<file path="config.mk">
export PLATFORM = sky130hd
export DESIGN_NAME = frac_clk_div
export DESIGN_NICKNAME = d
export VERILOG_FILES = /design/src/rtl/frac_div_pkg.sv /design/src/rtl/frac_div_srcsel.sv /design/src/rtl/frac_div_regs.sv /design/src/rtl/frac_div_core.sv /design/src/rtl/frac_clk_div.sv
export SDC_FILE = /design/constraint.sdc
export NUM_CORES = 1
export LEC_CHECK = 0
export ABC_AREA = 1
export ABC_CLOCK_PERIOD_IN_PS = 2400
export BUFFER_PORTS_ARGS = -buffer_cell sky130_fd_sc_hd__clkbuf_2
export CAP_MARGIN = 15
export CELL_PAD_IN_SITES_DETAIL_PLACEMENT = 0
export CELL_PAD_IN_SITES_GLOBAL_PLACEMENT = 1
export CORE_UTILIZATION = 30
export CTS_CLUSTER_DIAMETER = 60
export DETAILED_ROUTE_END_ITERATION = 7
export GPL_ROUTABILITY_DRIVEN = 1
export PLACE_DENSITY = 0.82
export SLEW_MARGIN = 20
export SYNTH_ARGS = -nofsm -noshare
export SYNTH_HDL_FRONTEND = slang
export SYNTH_SLANG_ARGS = --single-unit
export TNS_END_PERCENT = 50
</file>
<file path="constraint.sdc">
create_clock -name clk -period 2.4 [get_ports clk]
set_input_delay 0.36 -clock clk [delete_from_list [all_inputs] [get_ports clk]]
set_output_delay 0.36 -clock clk [all_outputs]
set_load 0.05 [all_outputs]
</file>
<file path="src/rtl/frac_div_pkg.sv">
package frac_div_pkg;
  // Mask of `width` ones starting at bit `shift` of a 32-bit word.
  function automatic logic [31:0] fld_mask(input int unsigned shift, input int unsigned width);
    fld_mask = ((32'd1 << width) - 32'd1) << shift;
  endfunction
endpackage

</file>
<file path="src/rtl/frac_div_srcsel.sv">
module frac_div_srcsel #(
  parameter int SEL_W   = 2,
  parameter int NUM_SRC = 4
) (
  input  logic [NUM_SRC-1:0] src_tick,
  input  logic [SEL_W-1:0]   sel,
  output logic               tick
);
  logic [NUM_SRC-1:0] hit;
  for (genvar g = 0; g < NUM_SRC; g++) begin : g_src
    assign hit[g] = src_tick[g] && (sel == SEL_W'(g));
  end
  assign tick = |hit;
endmodule

</file>
<file path="src/rtl/frac_div_regs.sv">
module frac_div_regs #(
  parameter int DIV_W     = 8,
  parameter int SEL_W     = 2,
  parameter int DIV_SHIFT = 4,
  parameter int SEL_SHIFT = 16,
  parameter int GATE_BIT  = 0,
  parameter int TRIG_BIT  = 31
) (
  input  logic             clk,
  input  logic             rst,
  input  logic             bus_wr,
  input  logic [31:0]      bus_wmask,
  input  logic [31:0]      bus_wdata,
  input  logic             boundary,
  output logic             commit,
  output logic [DIV_W-1:0] pend_div,
  output logic [SEL_W-1:0] pend_sel,
  output logic             gate,
  output logic             busy
);
  logic [DIV_W-1:0] dmask, dval;
  logic [SEL_W-1:0] smask, sval;
  logic             trig_req, accept, armed_q;
  logic             unused_bus;

  assign dmask    = bus_wmask[DIV_SHIFT +: DIV_W];
  assign dval     = bus_wdata[DIV_SHIFT +: DIV_W];
  assign smask    = bus_wmask[SEL_SHIFT +: SEL_W];
  assign sval     = bus_wdata[SEL_SHIFT +: SEL_W];
  assign trig_req = bus_wr && bus_wmask[TRIG_BIT] && bus_wdata[TRIG_BIT];
  assign accept   = trig_req && gate && !busy;
  // Switch-over only once the request has aged one cycle, and only on a pulse.
  assign commit   = busy && armed_q && boundary;
  assign unused_bus = ^{bus_wmask, bus_wdata};

  always_ff @(posedge clk) begin
    if (rst) begin
      pend_div <= '0;
      pend_sel <= '0;
      gate     <= 1'b0;
      busy     <= 1'b0;
      armed_q  <= 1'b0;
    end else begin
      if (bus_wr) begin
        pend_div <= (pend_div & ~dmask) | (dval & dmask);
        pend_sel <= (pend_sel & ~smask) | (sval & smask);
        if (bus_wmask[GATE_BIT]) gate <= bus_wdata[GATE_BIT];
      end
      if (accept) begin
        busy    <= 1'b1;
        armed_q <= 1'b0;
      end else if (commit) begin
        busy    <= 1'b0;
        armed_q <= 1'b0;
      end else begin
        armed_q <= busy;
      end
    end
  end

  AST_BUSY_HOLD: assert property (@(posedge clk) disable iff (rst)
    $rose(busy) |=> busy);
  AST_TRIG_NEEDS_RUN: assert property (@(posedge clk) disable iff (rst)
    (trig_req && !gate && !busy) |=> !busy);
endmodule

</file>
<file path="src/rtl/frac_div_core.sv">
module frac_div_core #(
  parameter int DIV_W  = 8,
  parameter int FRAC_W = 3,
  parameter int SEL_W  = 2
) (
  input  logic             clk,
  input  logic             rst,
  input  logic             gate,
  input  logic             tick,
  input  logic             commit,
  input  logic [DIV_W-1:0] pend_div,
  input  logic [SEL_W-1:0] pend_sel,
  output logic             boundary,
  output logic [DIV_W-1:0] act_div,
  output logic [SEL_W-1:0] act_sel,
  output logic             pulse
);
  localparam int ACC_W = DIV_W + 2;
  localparam logic [ACC_W-1:0] ONE_EXT = ACC_W'(1) << FRAC_W;

  logic [ACC_W-1:0] acc_q, n_ext;

  assign n_ext = ACC_W'(act_div);
  // acc + 2^F >= N + 2^F reduces to acc >= N
  assign boundary = gate && tick && (acc_q >= n_ext);

  always_ff @(posedge clk) begin
    if (rst) begin
      acc_q   <= '0;
      act_div <= '0;
      act_sel <= '0;
      pulse   <= 1'b0;
    end else if (!gate) begin
      acc_q <= '0;
      pulse <= 1'b0;
    end else begin
      pulse <= boundary;
      if (commit) begin
        acc_q   <= '0;
        act_div <= pend_div;
        act_sel <= pend_sel;
      end else if (tick) begin
        acc_q <= boundary ? (acc_q - n_ext) : (acc_q + ONE_EXT);
      end
    end
  end

  AST_DIV_HOLD: assert property (@(posedge clk) disable iff (rst)
    !commit |=> $stable(act_div));
  AST_RUN_QUIET: assert property (@(posedge clk) disable iff (rst)
    !gate |=> !pulse);
  AST_ACC_RANGE: assert property (@(posedge clk) disable iff (rst)
    acc_q < (n_ext + ONE_EXT));
  AST_PULSE_FROM_TICK: assert property (@(posedge clk) disable iff (rst)
    pulse |-> $past(tick));
endmodule

</file>
<file path="src/rtl/frac_clk_div.sv">
module frac_clk_div #(
  parameter int DIV_W     = 8,
  parameter int FRAC_W    = 3,
  parameter int SEL_W     = 2,
  parameter int DIV_SHIFT = 4,
  parameter int SEL_SHIFT = 16,
  parameter int GATE_BIT  = 0,
  parameter int TRIG_BIT  = 31,
  localparam int NUM_SRC  = 1 << SEL_W
) (
  input  logic               clk,
  input  logic               rst,
  input  logic               bus_wr,
  input  logic [31:0]        bus_wmask,
  input  logic [31:0]        bus_wdata,
  output logic [31:0]        bus_rdata,
  input  logic [NUM_SRC-1:0] src_tick,
  output logic               div_pulse,
  output logic [DIV_W-1:0]   act_div,
  output logic [SEL_W-1:0]   act_sel
);
  import frac_div_pkg::*;

  logic             commit, boundary, gate, busy, tick;
  logic [DIV_W-1:0] pend_div;
  logic [SEL_W-1:0] pend_sel;

  frac_div_regs #(
    .DIV_W(DIV_W), .SEL_W(SEL_W), .DIV_SHIFT(DIV_SHIFT),
    .SEL_SHIFT(SEL_SHIFT), .GATE_BIT(GATE_BIT), .TRIG_BIT(TRIG_BIT)
  ) i_regs (
    .clk(clk), .rst(rst), .bus_wr(bus_wr), .bus_wmask(bus_wmask),
    .bus_wdata(bus_wdata), .boundary(boundary), .commit(commit),
    .pend_div(pend_div), .pend_sel(pend_sel), .gate(gate), .busy(busy)
  );

  frac_div_srcsel #(.SEL_W(SEL_W), .NUM_SRC(NUM_SRC)) i_srcsel (
    .src_tick(src_tick), .sel(act_sel), .tick(tick)
  );

  frac_div_core #(.DIV_W(DIV_W), .FRAC_W(FRAC_W), .SEL_W(SEL_W)) i_core (
    .clk(clk), .rst(rst), .gate(gate), .tick(tick), .commit(commit),
    .pend_div(pend_div), .pend_sel(pend_sel), .boundary(boundary),
    .act_div(act_div), .act_sel(act_sel), .pulse(div_pulse)
  );

  always_comb begin
    bus_rdata = '0;
    bus_rdata[DIV_SHIFT +: DIV_W] = pend_div;
    bus_rdata[SEL_SHIFT +: SEL_W] = pend_sel;
    bus_rdata[GATE_BIT] = gate;
    bus_rdata[TRIG_BIT] = busy;
  end

  AST_MAP_DISJOINT: assert property (@(posedge clk)
    (fld_mask(DIV_SHIFT, DIV_W) & fld_mask(SEL_SHIFT, SEL_W)) == 32'd0);
endmodule

</file>
==> parameters.txt <==
Parameter                              Value

Critical path
  Cell family with most CP delay ... simple AND/OR/NAND/NOR gates
  Flop-to-flop setup slack ... 250 ps
  Worst path required time ... 2580 ps
  FF-to-FF path depth ... 14
  Sequence of cells on the critical path ... ha_1, inv_1, fa_1, inv_1, nor2_1, nor2_1, nor2_4, nor2_4, nor2_8, buf_4, nand2_1, nand3_1, nand2_1, nor2_1
  CP Class ... reg -> reg
  CP Max Fanout ... 12
  Number of buffers and inverters on the critical path ... 3
  Crit. path cell count ... 14
  Biggest cell delay along the critical path ... 390 ps
  Arrival time at the worst endpoint ... 2330 ps
  Endpoint of the lowest-slack register-to-register path ... i_core.acc_q[3]
  Critical-path top delay cell ... sky130_fd_sc_hd__fa_1
  Origin of the critical flop-to-flop path ... i_core.act_div[0]
  Crit path launch ... i_core.act_div[0]
  Worst setup SP type ... flop
  Cell seen most often among critical-path stages ... sky130_fd_sc_hd__nor2_1
  Category of the worst setup path capture point ... flop

Clock tree
  Clock latency of the later-clocked register in the worst-skew pair ... 280 ps
  Clock tree from TritonCTS ... done
  Post-cts sizing count ... 0
  Cts-stage hold buffer count ... 0
  Longest Clk Path Bufs ... 2
  Clock root buffer ... sky130_fd_sc_hd__clkbuf_8
  Depth of the CTS H-tree ... 2
  Number of buffers created by CTS ... 5
  Setup fix buffers added after clock tree synthesis ... 0
  Post-CTS clock slew at the launch and capture registers of the worst setup and hold paths ... 70 ps
  Sink count of the clock tree ... 34

Die
  Initial cell density of the core ... 0.310
  Placement row count ... 31
  Die Wd ... 88.4 µm
  Core area ... 7210 µm²
  DIE HEIGHT ... 88.4 µm
  Total die area ... 7810 µm²
  Ports ... 114

Place
  Placed inst area ... 2530 µm²
  Final HPWL from detailed placement ... 4100 µm
  Number of buffers inserted by port buffering ... 53
  Gp weighted congestion ... 0.879

STA
  Final setup TNS ... 0 ps
  RSZ-0062 raised after global routing ... false
  Final setup fails ... 0
  Shortest period the worst path allows ... 2150 ps
  Post-route clock period utilization ... 0.897
  Max Clk Rate ... 0.464 GHz
  Setup skew after layout ... 4.51 ps
  Max-slew violation count ... 0
  Final hold violation count ... 0

Routing
  Number of vias per cell ... 4.45
  Average wire per cell in the routed design ... 10.3 µm
  Detailed-routing iteration count for the pre-antenna-repair pass ... 6
  Total wirelength of the detailed-routed design ... 5100 µm
  Vias after detailed routing ... 2,203
  Detailed Route Iter0 Violations ... 82
  Final ANT Viol Nets ... 0
  Number of DRC violations after detailed routing ... 0

Synth
  Synth area leaders ... sky130_fd_sc_hd__dfxtp_1 30%, sky130_fd_sc_hd__nand2_1 17%, sky130_fd_sc_hd__nand3_1 8.9%
  Avg Inst Size Synth ... 6.56 µm²
  Yosys synthesis warning count ... 0
  Part of the Yosys area used for sequential elements ... 0.304
  Commonest cells in the synthesized netlist ... 102 x sky130_fd_sc_hd__nand2_1, 40 x sky130_fd_sc_hd__nand3_1, 34 x sky130_fd_sc_hd__dfxtp_1, 34 x sky130_fd_sc_hd__inv_1, 31 x sky130_fd_sc_hd__a21oi_1
  Prevailing post-synth register cell ... sky130_fd_sc_hd__dfxtp_1
  Post-synthesis sequential element count ... 34
  Number of library cell types mapped by synthesis ... 29
  Post-synth EDFFs ... 0
  Most frequent cell after synthesis ... sky130_fd_sc_hd__nand2_1
  Cells after synthesis ... 341
  Cell taking the most area after synthesis ... sky130_fd_sc_hd__dfxtp_1
  Area fraction of the dominant cell type after synthesis ... 0.304
  Asr flop ratio synth ... 0
  Area of the mapped netlist ... 2240 µm²

Finish
  Fraction of layout cells with a size suffix above 1 ... 0.205
  Layout Area Growth over Synthesis ... 16.8%
  Number of nets in the final layout ... 477
  Number of diodes added for antenna fixing ... 0
  Area of all placed cells without fillers ... 2610 µm²

Hold path
  WHS Path Cells ... 3
  Worst hold path type ... in -> reg
  Hold path start ... bus_wdata[4]

Power
  Cell internal power dissipation ... 0.827 mW
  Switching Power ... 0.406 mW
  Largest vdd supply drop ... 0.302 mV
  Total power density per cell area ... 472 nW/µm²
  Clock network fraction of total power ... 0.338
  Portion of total power attributed to combinational logic ... 0.188
  Fraction of power consumed by sequential logic ... 0.474
  Sw frac ... 0.329
  Leakage power ... 1.31 nW

GRT
  Largest net degree at the start of global routing ... 24
  Vias in the first global route ... 1,893
  Antenna violations before repair ... 0
  First-pass GRT wire length ... 8250 µm
  Total overflow reported by the global router ... 0
  Total Routing Usage GR ... 0.135

Outcome
  Result of the run ... finished clean

Flow run
  Reported max-cap violation count ... 0
## cell type report
type	instances	area [µm²]
clock inverter	2	15.0
fill	811	4600
timing repair buffer	59	310
sequential	34	681
clock buffer	5	68.8
multi-input combinational	257	1270
inverter	39	146
tap	99	124
## metal layers
| metal | global-route usage | wire length [µm] |
|---|---|---|
| met4 | 0.0367 | 82 |
| met1 | 0.172 | 2310 |
| met3 | 0.0308 | 314 |
| met5 | 0 | 0 |
| met2 | 0.229 | 2390 |
## how the worst max path moves through the flow
stage / slack, ps / end
after floorplan: 90 / i_core.act_sel[0]
after global placement: 270 / i_core.acc_q[4]
after detailed placement: 250 / i_core.acc_q[3]
after CTS: 230 / i_core.acc_q[5]
after global routing: 50 / i_core.acc_q[3]
final: 250 / i_core.acc_q[3]
## metrics by stage
| stage | std cells | util | hold WS (ps) | worst slack, ps | total power, mW |
|---|---|---|---|---|---|
| 6_report | 495 | 0.362 | 304 | 246 | 1.23 |
| 5_1_grt | 495 | 0.362 | 293 | 47.8 | 1.29 |
| 4_1_cts | 495 | 0.362 | 303 | 233 | 1.25 |
| 3_5_place_dp | 488 | 0.351 | 459 | 252 | 0.829 |
| 3_3_place_gp | 488 | 0.351 | 451 | 274 | 0.828 |
| 2_1_floorplan | 360 | - | 429 | 89.9 | 0.801 |
## cells by family after synthesis
| family | count (synthesis) | share of synthesized area |
|---|---|---|
| AO/OA/AOI/OAI | 38 | 0.0872 |
| buffers and inverters | 69 | 0.161 |
| flip-flops | 34 | 0.304 |
| AND/OR/NAND/NOR | 183 | 0.364 |
| other | 1 | 0.00168 |
| XOR/XNOR | 6 | 0.0235 |
| adder cells (fa/ha/maj) | 10 | 0.0593 |
## layout by cell type, fill, tap and decap left out, types with 3 or more instances in the layout
cell                       instances
sky130_fd_sc_hd__o21ai_0           4
sky130_fd_sc_hd__ha_1              9
sky130_fd_sc_hd__nand2_1         102
sky130_fd_sc_hd__inv_1            34
sky130_fd_sc_hd__a21oi_1          31
sky130_fd_sc_hd__inv_2             5
sky130_fd_sc_hd__nand3_1          40
sky130_fd_sc_hd__nand4_1           3
sky130_fd_sc_hd__clkbuf_8          5
sky130_fd_sc_hd__xor2_1            5
sky130_fd_sc_hd__dfxtp_1          34
sky130_fd_sc_hd__clkbuf_2         53
sky130_fd_sc_hd__nor2_1           25
sky130_fd_sc_hd__nor2_4            3
sky130_fd_sc_hd__buf_4             6
sky130_fd_sc_hd__conb_1           20
## worst min-delay path: stages
cell and delay (ps):
sky130_fd_sc_hd__clkbuf_2 80, sky130_fd_sc_hd__nand3_1 50, sky130_fd_sc_hd__a21oi_1 50
## power groups by stage
stage                     combinational, mW  clock (mW)  sequential (mW)
after floorplan                       0.178           0            0.623
after global placement                0.230           0            0.597
after detailed placement              0.231           0            0.598
after CTS                             0.232       0.429            0.584
after global routing                  0.252       0.456            0.586
final                                 0.232       0.417            0.584
Power figures use the tool's default switching activity.
